$ cat src/rtl/fdc_cmd_pkg.sv
// Package: shared constants, geometry record and state encoding for the
// floppy sector command builder. Assumes four media entries.
package fdc_cmd_pkg;

    parameter int unsigned SECT_W    = 12;  // sector number / count width
    parameter int unsigned BYTE_W    = 8;
    parameter int unsigned MEDIA_W   = 2;
    parameter int unsigned DRIVE_W   = 2;
    parameter int unsigned RATE_W    = 2;
    parameter int unsigned FRAME_LEN = 9;
    parameter int unsigned IDX_W     = $clog2(FRAME_LEN);

    localparam logic [BYTE_W-1:0] OP_READ   = 8'h06;
    localparam logic [BYTE_W-1:0] OP_WRITE  = 8'h05;
    localparam logic [BYTE_W-1:0] BIT_MT    = 8'h80;
    localparam logic [BYTE_W-1:0] BIT_MFM   = 8'h40;
    localparam logic [BYTE_W-1:0] SIZE_512  = 8'h02;
    localparam logic [BYTE_W-1:0] DTL_FILL  = 8'hFF;
    localparam logic [RATE_W-1:0] RATE_250K = 2'b10;
    localparam logic [RATE_W-1:0] RATE_500K = 2'b00;

    typedef struct packed {
        logic [BYTE_W-1:0] spt;    // sectors per track
        logic [SECT_W-1:0] total;  // sectors on the medium
        logic [BYTE_W-1:0] gap;    // gap length
        logic [RATE_W-1:0] rate;   // data-rate code
    } geom_t;

    typedef struct packed {
        logic               wr;
        logic [DRIVE_W-1:0] drive;
        logic [BYTE_W-1:0]  cyl;
        logic [BYTE_W-1:0]  head;
        logic [BYTE_W-1:0]  sec0;  // zero-based sector
        logic [BYTE_W-1:0]  spt;
        logic [BYTE_W-1:0]  gap;
    } frame_t;

    typedef enum logic [1:0] {
        ST_IDLE  = 2'd0,
        ST_CHECK = 2'd1,
        ST_EMIT  = 2'd2
    } build_st_t;

endpackage

$ cat src/rtl/fdc_geom_rom.sv
// Module: fdc_geom_rom
// Maps a media index to its geometry record. Purely combinational.
// Assumes the index is MEDIA_W = 2 bits, so all four codes are defined.
module fdc_geom_rom
    import fdc_cmd_pkg::*;
(
    input  logic [MEDIA_W-1:0] media,
    output geom_t              geom
);

    // Select the fixed geometry entry for the requested medium.
    always_comb begin
        unique case (media)
            2'd0:    geom = '{spt: 8'd9,  total: 12'd1440, gap: 8'h2A, rate: RATE_250K};
            2'd1:    geom = '{spt: 8'd18, total: 12'd2880, gap: 8'h1B, rate: RATE_500K};
            2'd2:    geom = '{spt: 8'd9,  total: 12'd720,  gap: 8'h2A, rate: RATE_250K};
            default: geom = '{spt: 8'd15, total: 12'd2400, gap: 8'h1B, rate: RATE_500K};
        endcase
    end

endmodule

$ cat src/rtl/fdc_divmod.sv
// Module: fdc_divmod
// Unsigned combinational restoring divider, one stage per dividend bit.
// Assumes den is non-zero; for den = 0 the outputs are meaningless.
module fdc_divmod #(
    parameter int unsigned NUM_W = 12,
    parameter int unsigned DEN_W = 8
) (
    input  logic [NUM_W-1:0] num,
    input  logic [DEN_W-1:0] den,
    output logic [NUM_W-1:0] quo,
    output logic [DEN_W-1:0] rem
);

    localparam int unsigned EXT_W = DEN_W + 1;

    logic [DEN_W-1:0] part  [NUM_W+1];
    logic [EXT_W-1:0] shft  [NUM_W];
    logic [EXT_W-1:0] diff  [NUM_W];
    logic [EXT_W-1:0] den_x;

    assign den_x   = {1'b0, den};
    assign part[0] = '0;

    // One restoring stage per dividend bit, most significant bit first.
    for (genvar i = 0; i < NUM_W; i++) begin : g_stage
        assign shft[i]            = {part[i], num[NUM_W-1-i]};
        assign diff[i]            = shft[i] - den_x;
        assign quo[NUM_W-1-i]     = (shft[i] >= den_x);
        assign part[i+1]          = (shft[i] >= den_x) ? diff[i][DEN_W-1:0]
                                                       : shft[i][DEN_W-1:0];
    end

    assign rem = part[NUM_W];

endmodule

$ cat src/rtl/fdc_frame_fmt.sv
// Module: fdc_frame_fmt
// Selects one byte of the nine-byte command frame by index.
// Assumes idx stays below FRAME_LEN; other values yield zero.
module fdc_frame_fmt
    import fdc_cmd_pkg::*;
(
    input  frame_t            frm,
    input  logic [IDX_W-1:0]  idx,
    output logic [BYTE_W-1:0] byte_out
);

    logic [BYTE_W-1:0] opcode;
    logic [BYTE_W-1:0] hd_drv;

    // Opcode byte with multi-track and MFM bits set.
    always_comb opcode = BIT_MT | BIT_MFM | (frm.wr ? OP_WRITE : OP_READ);

    // Head placed above the drive number.
    always_comb hd_drv = {frm.head[BYTE_W-3:0], 2'b00} | BYTE_W'(frm.drive);

    // Index-to-field multiplexer.
    always_comb begin
        case (idx)
            4'd0:    byte_out = opcode;
            4'd1:    byte_out = hd_drv;
            4'd2:    byte_out = frm.cyl;
            4'd3:    byte_out = frm.head;
            4'd4:    byte_out = frm.sec0 + 8'd1;
            4'd5:    byte_out = SIZE_512;
            4'd6:    byte_out = frm.spt;
            4'd7:    byte_out = frm.gap;
            4'd8:    byte_out = DTL_FILL;
            default: byte_out = '0;
        endcase
    end

endmodule

$ cat src/rtl/fdc_cmd_builder.sv
// Module: fdc_cmd_builder (top)
// Accepts a linear sector request and checks it against the capacity of the
// chosen medium. It then computes cylinder/head/sector and streams the
// nine-byte command over valid/ready.
// Assumptions: the consumer may stall indefinitely; a new request is taken
// only when the block is idle; the reset is synchronous and active low.
module fdc_cmd_builder
    import fdc_cmd_pkg::*;
(
    input  logic               clk,
    input  logic               rst_n,
    input  logic               req_valid,
    output logic               req_ready,
    input  logic [SECT_W-1:0]  req_start,
    input  logic [SECT_W-1:0]  req_count,
    input  logic               req_write,
    input  logic [DRIVE_W-1:0] req_drive,
    input  logic [MEDIA_W-1:0] req_media,
    output logic [RATE_W-1:0]  rate_code,
    output logic               cmd_valid,
    input  logic               cmd_ready,
    output logic [BYTE_W-1:0]  cmd_byte,
    output logic               done,
    output logic               reject
);

    localparam logic [IDX_W-1:0] LAST_IDX = IDX_W'(FRAME_LEN - 1);
    localparam int unsigned      SUM_W    = SECT_W + 1;

    build_st_t          st;
    logic [SECT_W-1:0]  lat_start;
    logic [SECT_W-1:0]  lat_count;
    logic               lat_wr;
    logic [DRIVE_W-1:0] lat_drive;
    logic [MEDIA_W-1:0] lat_media;
    logic [BYTE_W-1:0]  cyl_q;
    logic [BYTE_W-1:0]  head_q;
    logic [BYTE_W-1:0]  sec_q;
    logic [IDX_W-1:0]   idx;
    logic               done_q;
    logic               reject_q;

    geom_t              geom;
    logic [BYTE_W-1:0]  spc;
    logic [SECT_W-1:0]  cyl_full;
    logic [BYTE_W-1:0]  cyl_rem;
    logic [BYTE_W-1:0]  head_c;
    logic [BYTE_W-1:0]  sec_c;
    logic               over_cap;
    logic [SECT_W-1:0]  unused_cyl_hi;
    frame_t             frm;

    fdc_geom_rom u_geom (
        .media (lat_media),
        .geom  (geom)
    );

    // Sectors per cylinder: two heads per cylinder.
    always_comb spc = {geom.spt[BYTE_W-2:0], 1'b0};

    fdc_divmod #(.NUM_W(SECT_W), .DEN_W(BYTE_W)) u_div_cyl (
        .num (lat_start),
        .den (spc),
        .quo (cyl_full),
        .rem (cyl_rem)
    );

    fdc_divmod #(.NUM_W(BYTE_W), .DEN_W(BYTE_W)) u_div_trk (
        .num (cyl_rem),
        .den (geom.spt),
        .quo (head_c),
        .rem (sec_c)
    );

    assign unused_cyl_hi = cyl_full;

    // Range test: start plus count must not pass the medium capacity.
    always_comb over_cap = (SUM_W'(lat_start) + SUM_W'(lat_count)) > SUM_W'(geom.total);

    // Sequencer: latch, check, then emit bytes one per handshake.
    always_ff @(posedge clk) begin
        if (!rst_n) begin
            st        <= ST_IDLE;
            lat_start <= '0;
            lat_count <= '0;
            lat_wr    <= 1'b0;
            lat_drive <= '0;
            lat_media <= '0;
            cyl_q     <= '0;
            head_q    <= '0;
            sec_q     <= '0;
            idx       <= '0;
            done_q    <= 1'b0;
            reject_q  <= 1'b0;
        end else begin
            done_q   <= 1'b0;
            reject_q <= 1'b0;
            unique case (st)
                ST_IDLE: begin
                    if (req_valid) begin
                        lat_start <= req_start;
                        lat_count <= req_count;
                        lat_wr    <= req_write;
                        lat_drive <= req_drive;
                        lat_media <= req_media;
                        st        <= ST_CHECK;
                    end
                end
                ST_CHECK: begin
                    if (over_cap) begin
                        reject_q <= 1'b1;
                        st       <= ST_IDLE;
                    end else begin
                        cyl_q  <= cyl_full[BYTE_W-1:0];
                        head_q <= head_c;
                        sec_q  <= sec_c;
                        idx    <= '0;
                        st     <= ST_EMIT;
                    end
                end
                ST_EMIT: begin
                    if (cmd_ready) begin
                        if (idx == LAST_IDX) begin
                            done_q <= 1'b1;
                            st     <= ST_IDLE;
                        end else begin
                            idx <= idx + 1'b1;
                        end
                    end
                end
                default: st <= ST_IDLE;
            endcase
        end
    end

    // Gather latched and computed fields into one frame record.
    always_comb begin
        frm.wr    = lat_wr;
        frm.drive = lat_drive;
        frm.cyl   = cyl_q;
        frm.head  = head_q;
        frm.sec0  = sec_q;
        frm.spt   = geom.spt;
        frm.gap   = geom.gap;
    end

    fdc_frame_fmt u_fmt (
        .frm      (frm),
        .idx      (idx),
        .byte_out (cmd_byte)
    );

    assign req_ready = (st == ST_IDLE);
    assign cmd_valid = (st == ST_EMIT);
    assign rate_code = geom.rate;
    assign done      = done_q;
    assign reject    = reject_q;

endmodule

$ cat config.mk
export PLATFORM = sky130hd
export DESIGN_NAME = fdc_cmd_builder
export DESIGN_NICKNAME = d
export VERILOG_FILES = /design/src/rtl/fdc_cmd_pkg.sv /design/src/rtl/fdc_geom_rom.sv /design/src/rtl/fdc_divmod.sv /design/src/rtl/fdc_frame_fmt.sv /design/src/rtl/fdc_cmd_builder.sv
export SDC_FILE = /design/constraint.sdc
export NUM_CORES = 1
export LEC_CHECK = 0
export BUFFER_PORTS_ARGS = -buffer_cell sky130_fd_sc_hd__buf_4
export CAP_MARGIN = 40
export CELL_PAD_IN_SITES_DETAIL_PLACEMENT = 1
export CELL_PAD_IN_SITES_GLOBAL_PLACEMENT = 1
export CORE_AREA = 3 3 150 152
export DETAILED_ROUTE_END_ITERATION = 7
export DIE_AREA = 0 0 153 155
export PLACE_DENSITY = 0.85
export SYNTH_ARGS = -nofsm -noshare
export SYNTH_HDL_FRONTEND = slang
export SYNTH_SLANG_ARGS = --single-unit
$ cat constraint.sdc
create_clock -name clk -period 31.1 [get_ports clk]
set_input_delay 6.22 -clock clk [delete_from_list [all_inputs] [get_ports clk]]
set_output_delay 6.22 -clock clk [all_outputs]
set_load 0.1 [all_outputs]
==> results.toml <==
[yosys]
synth-edff-count = 0
yosysMostFrequentCell = "nand2_1"
synthesis.area_mm2 = 0.00914
synth_top_area_frac = 0.151
synthTopCellsByCount = "nand2_1 (115), ha_1 (110), a21oi_1 (105)"
syn_inst = 1208
ys_top_cells_by_area = "ha_1 (15%), dfxtp_1 (13%), a21oi_1 (5.7%)"
syn_avg_cell_area_um2 = 7.57
synth.net_count = 1369
yosys_register_bits = 61
synth_top_area_cell = "ha_1"
ys.flop_type = "dfxtp_1"
async_flop_share = 0
synth_seq_area_share = 0.134
ys.warnings.count = 0
yosysUniqueCellTypes = 101

[routing]
dr.pass1.iters = 7
dr_total_vias = 10800
vias_per_cell = 6.60
ant_nets = 0
avgRoutedWirePerCell_um = 24.9
drc_errors = 0
dr.first_iter.drc_count = 894
routed_wl_um = 40600

[critical_path]
critPathBufInv = 15
cp-start-kind = "register"
ff2ff_path_depth = 149
crit_arrival_ns = 31.39
timing.critical_path.slowest_stage_cell = "or4b_4"
crit_required_ns = 31.35
worst_r2r_endpoint = "sec_q[0]"
crit_path_frequent_cell = "ha_1"
path_class = "register to register"
end_kind = "register"
critPathMaxStageDelay_ns = 0.55
critPathTopFamily = "compound AO/OA/AOI/OAI gates"
crit_path_max_fanout = 8
r2r_slack_ns = -0.04
timing.rr.start = "lat_media[1]"

[global_routing]
grt_pass1_wl_um = 54000
gr-usage-met2 = 0.514
antenna_found_initial = 0
top_usage_layer = "met2"
grt_pass1_vias = 10500
gr-usage-met3 = 0.0376
grt_start_max_net_pins = 49
use_met1 = 0.322
overflow = 0
grt_usage = 0.275

[clocking]
cts-hold-fix-buffers = 0
cts_buffers = 9
cts_max_level = 3
clkSinkCount = 61
cts_tree = "built"
clk_latency_ns = 0.34
clock-root-buffer = "clkbuf_16"
clockBufferDepth = 2
clkTransAtPathRegs_ns = 0.06

[timing]
clock.fmax_ghz = 0.0321
tightest_slew_ns = 0.848
maxSlewHeadroom = 0.434
finClkSkew_ns = 0.0110
setup_ws_ns = -0.0440
maxSlewViolCount = 0
final_hold_viol_count = 0
fin_crit_ns = 31.14
finalSetupViolCount = 2
fin_crit_sh = 1.00

[floorplanning]
rows = 53
core-area_mm2 = 0.0212
initial_core_util = 0.432
dieWidth_um = 153
die_h_um = 155
dieArea_mm2 = 0.0237
io_pins = 47

[finish]
area_delta_synth_final_pct = 26.4
nFillCells = 2571
drive_gt1_frac = 0.254
fin_nets = 1516
stdcell_count = 1634
antenna_cells = 0

[job]
maxCapViolations = 0

[placement]
hpwl_um = 23600
gp_congestion = 0.960
placed_cells = 1548
io_buffers = 45

[run_status]
status = "finished, violations left"
violations = "negative setup slack"

[min_path]
hold_class = "register to register"
hold_depth = 2
min-delay-start = "lat_count[10]"
min_to = "lat_count[10]"
==> tightest hold or removal path: cells and delay by family, from the launching register on <==
kind	cells	cell delay [ns]
DFF	1	0.31
and+or+nand+nor	1	0.05
AOI/OAI and AO/OA	1	0.05
==> area by class of cell <==
cell class,count,area [µm²],area share
multi-input combinational,1037,8060,0.697
timing repair buffer,173,1340,0.116
sequential,61,1230,0.106
tap,275,344,0.0298
inverter,73,274,0.0237
clock buffer,11,243,0.0210
clock inverter,4,72.6,0.00628
==> how the worst max path moves through the flow <==
stage / cells past startpoint / endpoint / startpoint
global placement: 146 / sec_q[0] / lat_media[1]
CTS: 153 / sec_q[0] / lat_media[1]
finish: 149 / sec_q[0] / lat_media[1]
global route: 149 / sec_q[5] / lat_media[1]
floorplan: 148 / sec_q[5] / lat_media[1]
detailed placement: 146 / sec_q[0] / lat_media[1]
==> per-layer routing <==
layer	vias to the layer above	wire [µm]
met5	-	0
met4	0	2460
met3	213	2160
met2	524	20500
met1	5362	15500
li1	4680	-
==> cells in the final DEF (no fill, tap or decap), types with 6 or more instances in the layout <==
cell type    n
buf_4      171
nand2_1    110
ha_1        99
nor2_1      97
a21oi_1     94
inv_1       71
dfxtp_1     59
o21ai_0     58
nor2b_1     38
xnor2_1     34
nand2b_1    33
xor2_1      31
a21o_1      30
nand4_1     22
nand3_1     22
a211oi_1    19
a31oi_1     17
mux2i_1     13
mux2i_2     13
fa_1        13
o21ai_1     12
nor3_1      11
and2_1      11
a21oi_2     10
mux2_4      10
o21ai_2      9
or3_1        9
mux2_2       9
clkbuf_16    9
o21a_1       8
o31ai_1      7
ha_4         7
a211o_1      6
or2_2        6
==> per-stage QoR <==
step                worst slack, ns  setup TNS [ns]  utilization  hold WS [ns]  instance area, µm²
floorplan                    0.0251               0            -         0.433                9140
global placement             -0.696           -5.32        0.476         0.450               10100
detailed placement            -1.82          -15.11        0.479         0.457               10100
CTS                          0.0231               0        0.510         0.465               10800
global route                  -1.21           -9.54        0.546         0.488               11600
finish                      -0.0440         -0.0585        0.546         0.463               11600
==> cells by family (layout without fill, tap and decap cells) <==
kind of cell / after synthesis / after routing / synth area share
buffers and inverters: 111 / 261 / 0.0497
AO/OA/AOI/OAI: 364 / 365 / 0.267
XOR/XNOR: 65 / 65 / 0.0623
AND/OR/NAND/NOR: 427 / 427 / 0.236
flip-flops: 61 / 61 / 0.134
adder cells (fa/ha/maj): 128 / 128 / 0.190
other: 1 / 1 / 0.000410
multiplexers: 51 / 51 / 0.0606
==> state kept, by name (all words and copies together) (netlist names) <==
| signal | cells |
|---|---|
| st | 2 |
| done | 1 |
| idx | 4 |
| lat_count | 12 |
| lat_drive | 2 |
| lat_start | 12 |
| lat_wr | 1 |
| cyl_q | 8 |
| lat_media | 2 |
| reject | 1 |
| head_q | 8 |
| sec_q | 8 |
==> timing repair <==
item	in CTS	in global routing
cloned	0	1
endpoints found under the hold margin	0	0
pin swaps	9	43
endpoints found under the setup margin	9	10
gates resized for setup	39	105
setup buffers	29	41
Power is left out: the tool's default activity adds up to more than one toggle a clock period on the data nets, which glitch-free logic cannot reach.
